===== src/rtl/ccv_pkg.sv =====
package ccv_pkg;

    parameter int CNT_W  = 16;
    parameter int ADDR_W = 3;
    parameter int NUM_CH = 2;
    localparam int VEC_W = 4;
    localparam int NUM_SRC = NUM_CH + 1;

    // control register bit positions
    localparam int CTL_FLAG_BIT = 0;
    localparam int CTL_IE_BIT   = 4;
    localparam int CTL_MODE_BIT = 8;

    // register offsets
    localparam logic [ADDR_W-1:0] OFF_VEC = 3'd4;
    localparam logic [ADDR_W-1:0] OFF_OVF = 3'd5;

    // vector codes
    localparam logic [VEC_W-1:0] VEC_NONE = 4'h0;
    localparam logic [VEC_W-1:0] VEC_OVF  = 4'hA;

    typedef logic [CNT_W-1:0] word_t;

    typedef enum logic {
        MODE_CMP = 1'b0,
        MODE_CAP = 1'b1
    } ch_mode_e;

    typedef struct packed {
        ch_mode_e mode;
        logic     ie;
        logic     flag;
    } ch_ctl_t;

    // vector code of channel index i (0-based): 2, 4, ...
    function automatic logic [VEC_W-1:0] ch_code(input int i);
        return VEC_W'(2 * (i + 1));
    endfunction

    function automatic word_t ctl_to_word(input ch_ctl_t c);
        word_t w;
        w = '0;
        w[CTL_FLAG_BIT] = c.flag;
        w[CTL_IE_BIT]   = c.ie;
        w[CTL_MODE_BIT] = c.mode;
        return w;
    endfunction

    // register offset of channel i control / data
    function automatic logic [ADDR_W-1:0] ch_ctl_off(input int i);
        return ADDR_W'(2 * i);
    endfunction

    function automatic logic [ADDR_W-1:0] ch_dat_off(input int i);
        return ADDR_W'(2 * i + 1);
    endfunction

endpackage


===== src/rtl/ccv_channel.sv =====
module ccv_channel
    import ccv_pkg::*;
(
    input  logic    clk,
    input  logic    rst,
    input  word_t   cnt,
    input  logic    trig,
    input  logic    ctl_we,
    input  logic    dat_we,
    input  word_t   wdata,
    input  logic    rd_clr,
    output ch_ctl_t ctl,
    output word_t   dat,
    output logic    hit
);

    logic match;
    logic match_q;
    logic cap_ev;

    assign match  = (cnt == dat);
    assign hit    = (ctl.mode == MODE_CMP) && match && !match_q;
    assign cap_ev = (ctl.mode == MODE_CAP) && trig;

    always_ff @(posedge clk) begin
        if (rst) begin
            ctl     <= '{mode: MODE_CMP, ie: 1'b0, flag: 1'b0};
            dat     <= '0;
            match_q <= 1'b0;
        end else begin
            match_q <= match;
            if (ctl_we) begin
                ctl.mode <= ch_mode_e'(wdata[CTL_MODE_BIT]);
                ctl.ie   <= wdata[CTL_IE_BIT];
                ctl.flag <= wdata[CTL_FLAG_BIT];
            end
            if (rd_clr) ctl.flag <= 1'b0;
            if (dat_we) dat <= wdata;
            // hardware events win over software updates
            if (cap_ev) begin
                dat      <= cnt;
                ctl.flag <= 1'b1;
            end
            if (hit) ctl.flag <= 1'b1;
        end
    end

    a_r4_capture_latch: assert property (@(posedge clk) disable iff (rst)
        (ctl.mode == MODE_CAP && trig) |=> (dat == $past(cnt) && ctl.flag));

    a_r3_single_pulse: assert property (@(posedge clk) disable iff (rst)
        hit |=> !hit);

    a_r3_flag_on_hit: assert property (@(posedge clk) disable iff (rst)
        hit |=> ctl.flag);

endmodule


===== src/rtl/ccv_vector.sv =====
module ccv_vector
    import ccv_pkg::*;
(
    input  logic [NUM_SRC-1:0] pend,
    input  logic               rd_vec,
    output logic [VEC_W-1:0]   vec,
    output logic [NUM_SRC-1:0] clr
);

    logic [NUM_SRC-1:0] win;

    always_comb begin
        win = '0;
        vec = VEC_NONE;
        // lowest index has highest priority; scan from the bottom up
        for (int i = NUM_SRC - 1; i >= 0; i--) begin
            if (pend[i]) begin
                win    = '0;
                win[i] = 1'b1;
                vec    = (i == NUM_SRC - 1) ? VEC_OVF : ch_code(i);
            end
        end
    end

    assign clr = rd_vec ? win : '0;

    always_comb begin
        a_r7_clear_single: assert ($onehot0(clr));
    end

endmodule


===== src/rtl/ccv_unit.sv =====
module ccv_unit
    import ccv_pkg::*;
(
    input  logic        clk,
    input  logic        rst,
    input  logic [15:0] tmr_cnt,
    input  logic [1:0]  cap_trig,
    input  logic        tmr_ovf,
    input  logic [2:0]  bus_addr,
    input  logic        bus_wr,
    input  logic        bus_rd,
    input  logic [15:0] bus_wdata,
    output logic [15:0] bus_rdata,
    output logic [1:0]  cmp_hit,
    output logic [3:0]  irq_vec,
    output logic        irq
);

    ch_ctl_t            ch_ctl [NUM_CH];
    word_t              ch_dat [NUM_CH];
    logic [NUM_SRC-1:0] pend;
    logic [NUM_SRC-1:0] clr;
    logic               ovf_flag;
    logic               ovf_ie;
    logic               rd_vec;

    assign rd_vec = bus_rd && (bus_addr == OFF_VEC);

    for (genvar g = 0; g < NUM_CH; g++) begin : g_ch
        ccv_channel u_ch (
            .clk    (clk),
            .rst    (rst),
            .cnt    (tmr_cnt),
            .trig   (cap_trig[g]),
            .ctl_we (bus_wr && (bus_addr == ch_ctl_off(g))),
            .dat_we (bus_wr && (bus_addr == ch_dat_off(g))),
            .wdata  (bus_wdata),
            .rd_clr (clr[g]),
            .ctl    (ch_ctl[g]),
            .dat    (ch_dat[g]),
            .hit    (cmp_hit[g])
        );
        assign pend[g] = ch_ctl[g].flag && ch_ctl[g].ie;
    end

    always_ff @(posedge clk) begin
        if (rst) begin
            ovf_flag <= 1'b0;
            ovf_ie   <= 1'b0;
        end else begin
            if (bus_wr && bus_addr == OFF_OVF) begin
                ovf_flag <= bus_wdata[0];
                ovf_ie   <= bus_wdata[1];
            end
            if (clr[NUM_SRC-1]) ovf_flag <= 1'b0;
            if (tmr_ovf) ovf_flag <= 1'b1;
        end
    end

    assign pend[NUM_SRC-1] = ovf_flag && ovf_ie;

    ccv_vector u_vec (
        .pend   (pend),
        .rd_vec (rd_vec),
        .vec    (irq_vec),
        .clr    (clr)
    );

    assign irq = (irq_vec != VEC_NONE);

    always_comb begin
        bus_rdata = '0;
        for (int i = 0; i < NUM_CH; i++) begin
            if (bus_addr == ch_ctl_off(i)) bus_rdata = ctl_to_word(ch_ctl[i]);
            if (bus_addr == ch_dat_off(i)) bus_rdata = ch_dat[i];
        end
        if (bus_addr == OFF_VEC) bus_rdata = {{(CNT_W-VEC_W){1'b0}}, irq_vec};
        if (bus_addr == OFF_OVF) bus_rdata = {{(CNT_W-2){1'b0}}, ovf_ie, ovf_flag};
    end

    a_r5_ovf_sets: assert property (@(posedge clk) disable iff (rst)
        tmr_ovf |=> ovf_flag);

    a_r6_ch1_wins: assert property (@(posedge clk) disable iff (rst)
        (ch_ctl[0].flag && ch_ctl[0].ie) |-> (irq_vec == 4'h2));

    a_r7_ovf_read_clears: assert property (@(posedge clk) disable iff (rst)
        (rd_vec && irq_vec == VEC_OVF && !tmr_ovf) |=> !ovf_flag);

    a_r8_irq_has_source: assert property (@(posedge clk) disable iff (rst)
        irq |-> (pend != '0));

endmodule


===== config.mk =====
export PLATFORM = sky130hd
export DESIGN_NAME = ccv_unit
export DESIGN_NICKNAME = d
export VERILOG_FILES = /design/src/rtl/ccv_pkg.sv /design/src/rtl/ccv_channel.sv /design/src/rtl/ccv_vector.sv /design/src/rtl/ccv_unit.sv
export SDC_FILE = /design/constraint.sdc
export NUM_CORES = 1
export LEC_CHECK = 0
export ABC_AREA = 1
export CAP_MARGIN = 5
export CORE_MARGIN = 5
export CORE_UTILIZATION = 50
export CTS_CLUSTER_SIZE = 28
export DETAILED_ROUTE_END_ITERATION = 7
export PLACE_DENSITY = 0.79
export SLEW_MARGIN = 30
export SYNTH_ARGS = -nofsm -noshare
export SYNTH_HDL_FRONTEND = slang
export SYNTH_HIERARCHICAL = 1
export SYNTH_SLANG_ARGS = --single-unit

===== constraint.sdc =====
create_clock -name clk -period 3.9 [get_ports clk]
set_input_delay 0.975 -clock clk [delete_from_list [all_inputs] [get_ports clk]]
set_output_delay 0.975 -clock clk [all_outputs]
set_load 0.005 [all_outputs]

==> results.json <==
{
  "run_status": "completed",
  "start_util_pct": 52.1,
  "cts_hold_buf": 0,
  "drc": 0,
  "worst_pin_slew_ns": 0.617,
  "grt_max_degree": 34,
  "crit_required_ns": 2.92,
  "synthTopCellsByArea": "dfxtp_1, nand2_1, nor2_1",
  "grt-ovfl-total": 0,
  "ant_nets": 0,
  "async_reset_ff_share_pct": 0,
  "setup_viol": 0,
  "synth_top_family_by_area": "simple AND/OR/NAND/NOR gates",
  "syn_nets": 535,
  "period_needed_ns": 3.80,
  "drive_gt1_share_pct": 7.59,
  "top_usage_layer": "met2",
  "powerDensity_nw_per_um2": 258,
  "finalCritPeriodShare_pct": 97.5,
  "fin_skew_ns": 0.00286,
  "cts_sinks": 42,
  "wl_per_cell_um": 14.4,
  "n_antenna_cell": 0,
  "grt.total_usage_pct": 24.5,
  "postLayoutCoreUtil_pct": 66.7,
  "p_switching_mw": 0.276,
  "vias": 3313,
  "numCtsBuffers": 5,
  "ctsResizeCount": 0,
  "dr.pass1.iters": 4,
  "place.port_buffers": 63,
  "drt_iter0_drc": 225,
  "seq_power_share_pct": 48.6,
  "avgSynthCellArea_um2": 5.85,
  "vias_per_cell": 5.30,
  "reg2reg_depth": 3,
  "grt_util_met1_pct": 31.6,
  "ys_ff_latch": 42,
  "cts_root_buffer": "clkbuf_8",
  "yosys-top-cells-count": "nand2_1, nor2_1, inv_1",
  "grt_pass1_wl_um": 14700,
  "hp-class": "flip-flop to flip-flop",
  "regArea_um2": 841,
  "maxSlewViolCount": 0,
  "core_um2": 5540,
  "maxClockFrequency_mhz": 263,
  "antenna_found_initial": 0,
  "p_leak_nw": 1.64,
  "synth_compound_area_share_pct": 19.3,
  "synth_area_um2": 2880,
  "wirelength_um": 9000,
  "path_max_fanout": 6,
  "path_clk_slew_ns": 0.08,
  "hold_viol_final": 0,
  "grtUsageMet2_pct": 42.3,
  "io_pins": 65,
  "synth_cell_types": 31,
  "synth.area.mux_share_pct": 0,
  "syn_to_final_growth_pct": 28.2,
  "clockPowerShare_pct": 30.1,
  "r2r-start": "g_ch[1].u_ch/ctl[2]",
  "endpoint": "bus_rdata[0]",
  "chipWidth_um": 85.9,
  "nets": 596,
  "r2r_end": "g_ch[1].u_ch/dat[8]",
  "std_cell_rows": 27,
  "maxCapViolCount": 0,
  "worst_ep_arrival_time_ns": 2.83,
  "cts_tree": "done",
  "crit_path_start": "bus_addr[0]",
  "syn_inst": 493,
  "endpoint_kind": "output port",
  "post_cts_buffers": 0,
  "clock_latency_ns": 0.30,
  "multi_input_area_um2": 1680,
  "startpoint_type": "input port",
  "pwr-share-comb_pct": 21.3,
  "synthAdderAreaFrac_pct": 0,
  "yosys_warnings": 6,
  "die_area_um2": 7390,
  "swShare_pct": 29.0,
  "clock_path_buffers": 2,
  "crit_type": "input port to output port",
  "ys_seq_area_share_pct": 29.2,
  "synth_edf_count": 0,
  "p_int_mw": 0.676,
  "rsz0062_at_grt": "false",
  "synth_top_flop_cell": "dfxtp_1",
  "die_h_um": 85.9,
  "relSlewSlack_pct": 58.8,
  "setup_tns_ns": 0,
  "synth-simple-area-share_pct": 37.7,
  "grtUsageMet3_pct": 4.51,
  "dp_hpwl_um": 6440,
  "place_congestion": 0.938,
  "yosysMostFrequentCell": "nand2_1",
  "nFillCells": 522,
  "ir_drop_mv": 0.190,
  "grt_pass1_vias": 3213,
  "synth_top_area_cell": "dfxtp_1",
  "synthXorXnorAreaFrac_pct": 0.607,
  "synth_top_area_share_pct": 29.2,
  "htree_levels": 2,
  "reg2reg_setup_slack_ns": 2.55
}
==> area by class of cell <==
type | count | area share, %
multi-input combinational | 358 | 45.5
timing repair buffer | 72 | 19.5
clock buffer | 6 | 2.23
tap | 72 | 2.44
inverter | 75 | 7.61
sequential | 42 | 22.7
==> worst max-delay path: stages <==
cell	delay [ns]
clkdlybuf4s50_1	0.62
inv_2	0.15
nor3_1	0.38
nand2_1	0.10
nand4_1	0.11
clkdlybuf4s50_1	0.50
==> power by group through the flow <==
stage | clock (mW) | combinational (mW) | sequential (mW)
3_3_place_gp | 0 | 0.194 | 0.472
3_5_place_dp | 0 | 0.198 | 0.473
2_1_floorplan | 0 | 0.103 | 0.468
4_1_cts | 0.287 | 0.200 | 0.463
6_report | 0.287 | 0.203 | 0.463
5_1_grt | 0.305 | 0.223 | 0.466
==> cell usage in the layout (no fill, tap or decap), drive strengths merged <==
cell and n:
nand2 162, nand4 6, nor3 3, xor2 2, dlymetal6s2s 4, a22o 10
o21a 1, a22oi 2, nor2 78, o31ai 2, buf 9, nand3 11
conb 1, or2 2, clkbuf 6, clkdlybuf4s50 59, nor4 1, a31oi 32
o21ai 39, a21oi 6, dfxtp 42, inv 75
==> layer usage <==
metal,vias up,routed length [µm]
met5,-,0
met4,0,71
met3,8,673
met2,137,4330
met1,1492,3930
li1,1676,-
==> through the flow <==
stage | instances | setup WS (ns) | hold slack, ns | total power, mW | area (µm²)
floorplan | 493 | 1.24 | 0.453 | 0.571 | 2880
global placement | 619 | 0.0875 | 0.475 | 0.666 | 3590
detailed placement | 619 | 0.0923 | 0.478 | 0.671 | 3590
CTS | 625 | 0.0793 | 0.490 | 0.949 | 3680
global route | 625 | 0.00105 | 0.514 | 0.994 | 3700
finish | 625 | 0.0981 | 0.487 | 0.952 | 3700
==> sequential cells by signal, summed over array words and instances (netlist names) <==
name               cells
ovf_flag               1
ovf_ie                 1
g_ch.u_ch/dat         32
g_ch.u_ch/ctl          6
g_ch.u_ch/match_q      2
==> worst min-delay path by stage <==
stage / end / slack (ns) / depth (start not counted) / start
2_1_floorplan: ovf_ie / 0.45 / 2 / ovf_ie
3_3_place_gp: ovf_ie / 0.48 / 2 / ovf_ie
3_5_place_dp: ovf_ie / 0.48 / 2 / ovf_ie
4_1_cts: ovf_ie / 0.49 / 2 / ovf_ie
5_1_grt: ovf_ie / 0.51 / 2 / ovf_ie
6_report: ovf_ie / 0.49 / 2 / ovf_ie
==> cells by family after synthesis <==
group,after synthesis
other cells,1
flops,42
compound gates,92
buf+inv,93
xor+xnor,2
simple gates,263
Note: power is estimated with default switching activity, not from simulation.
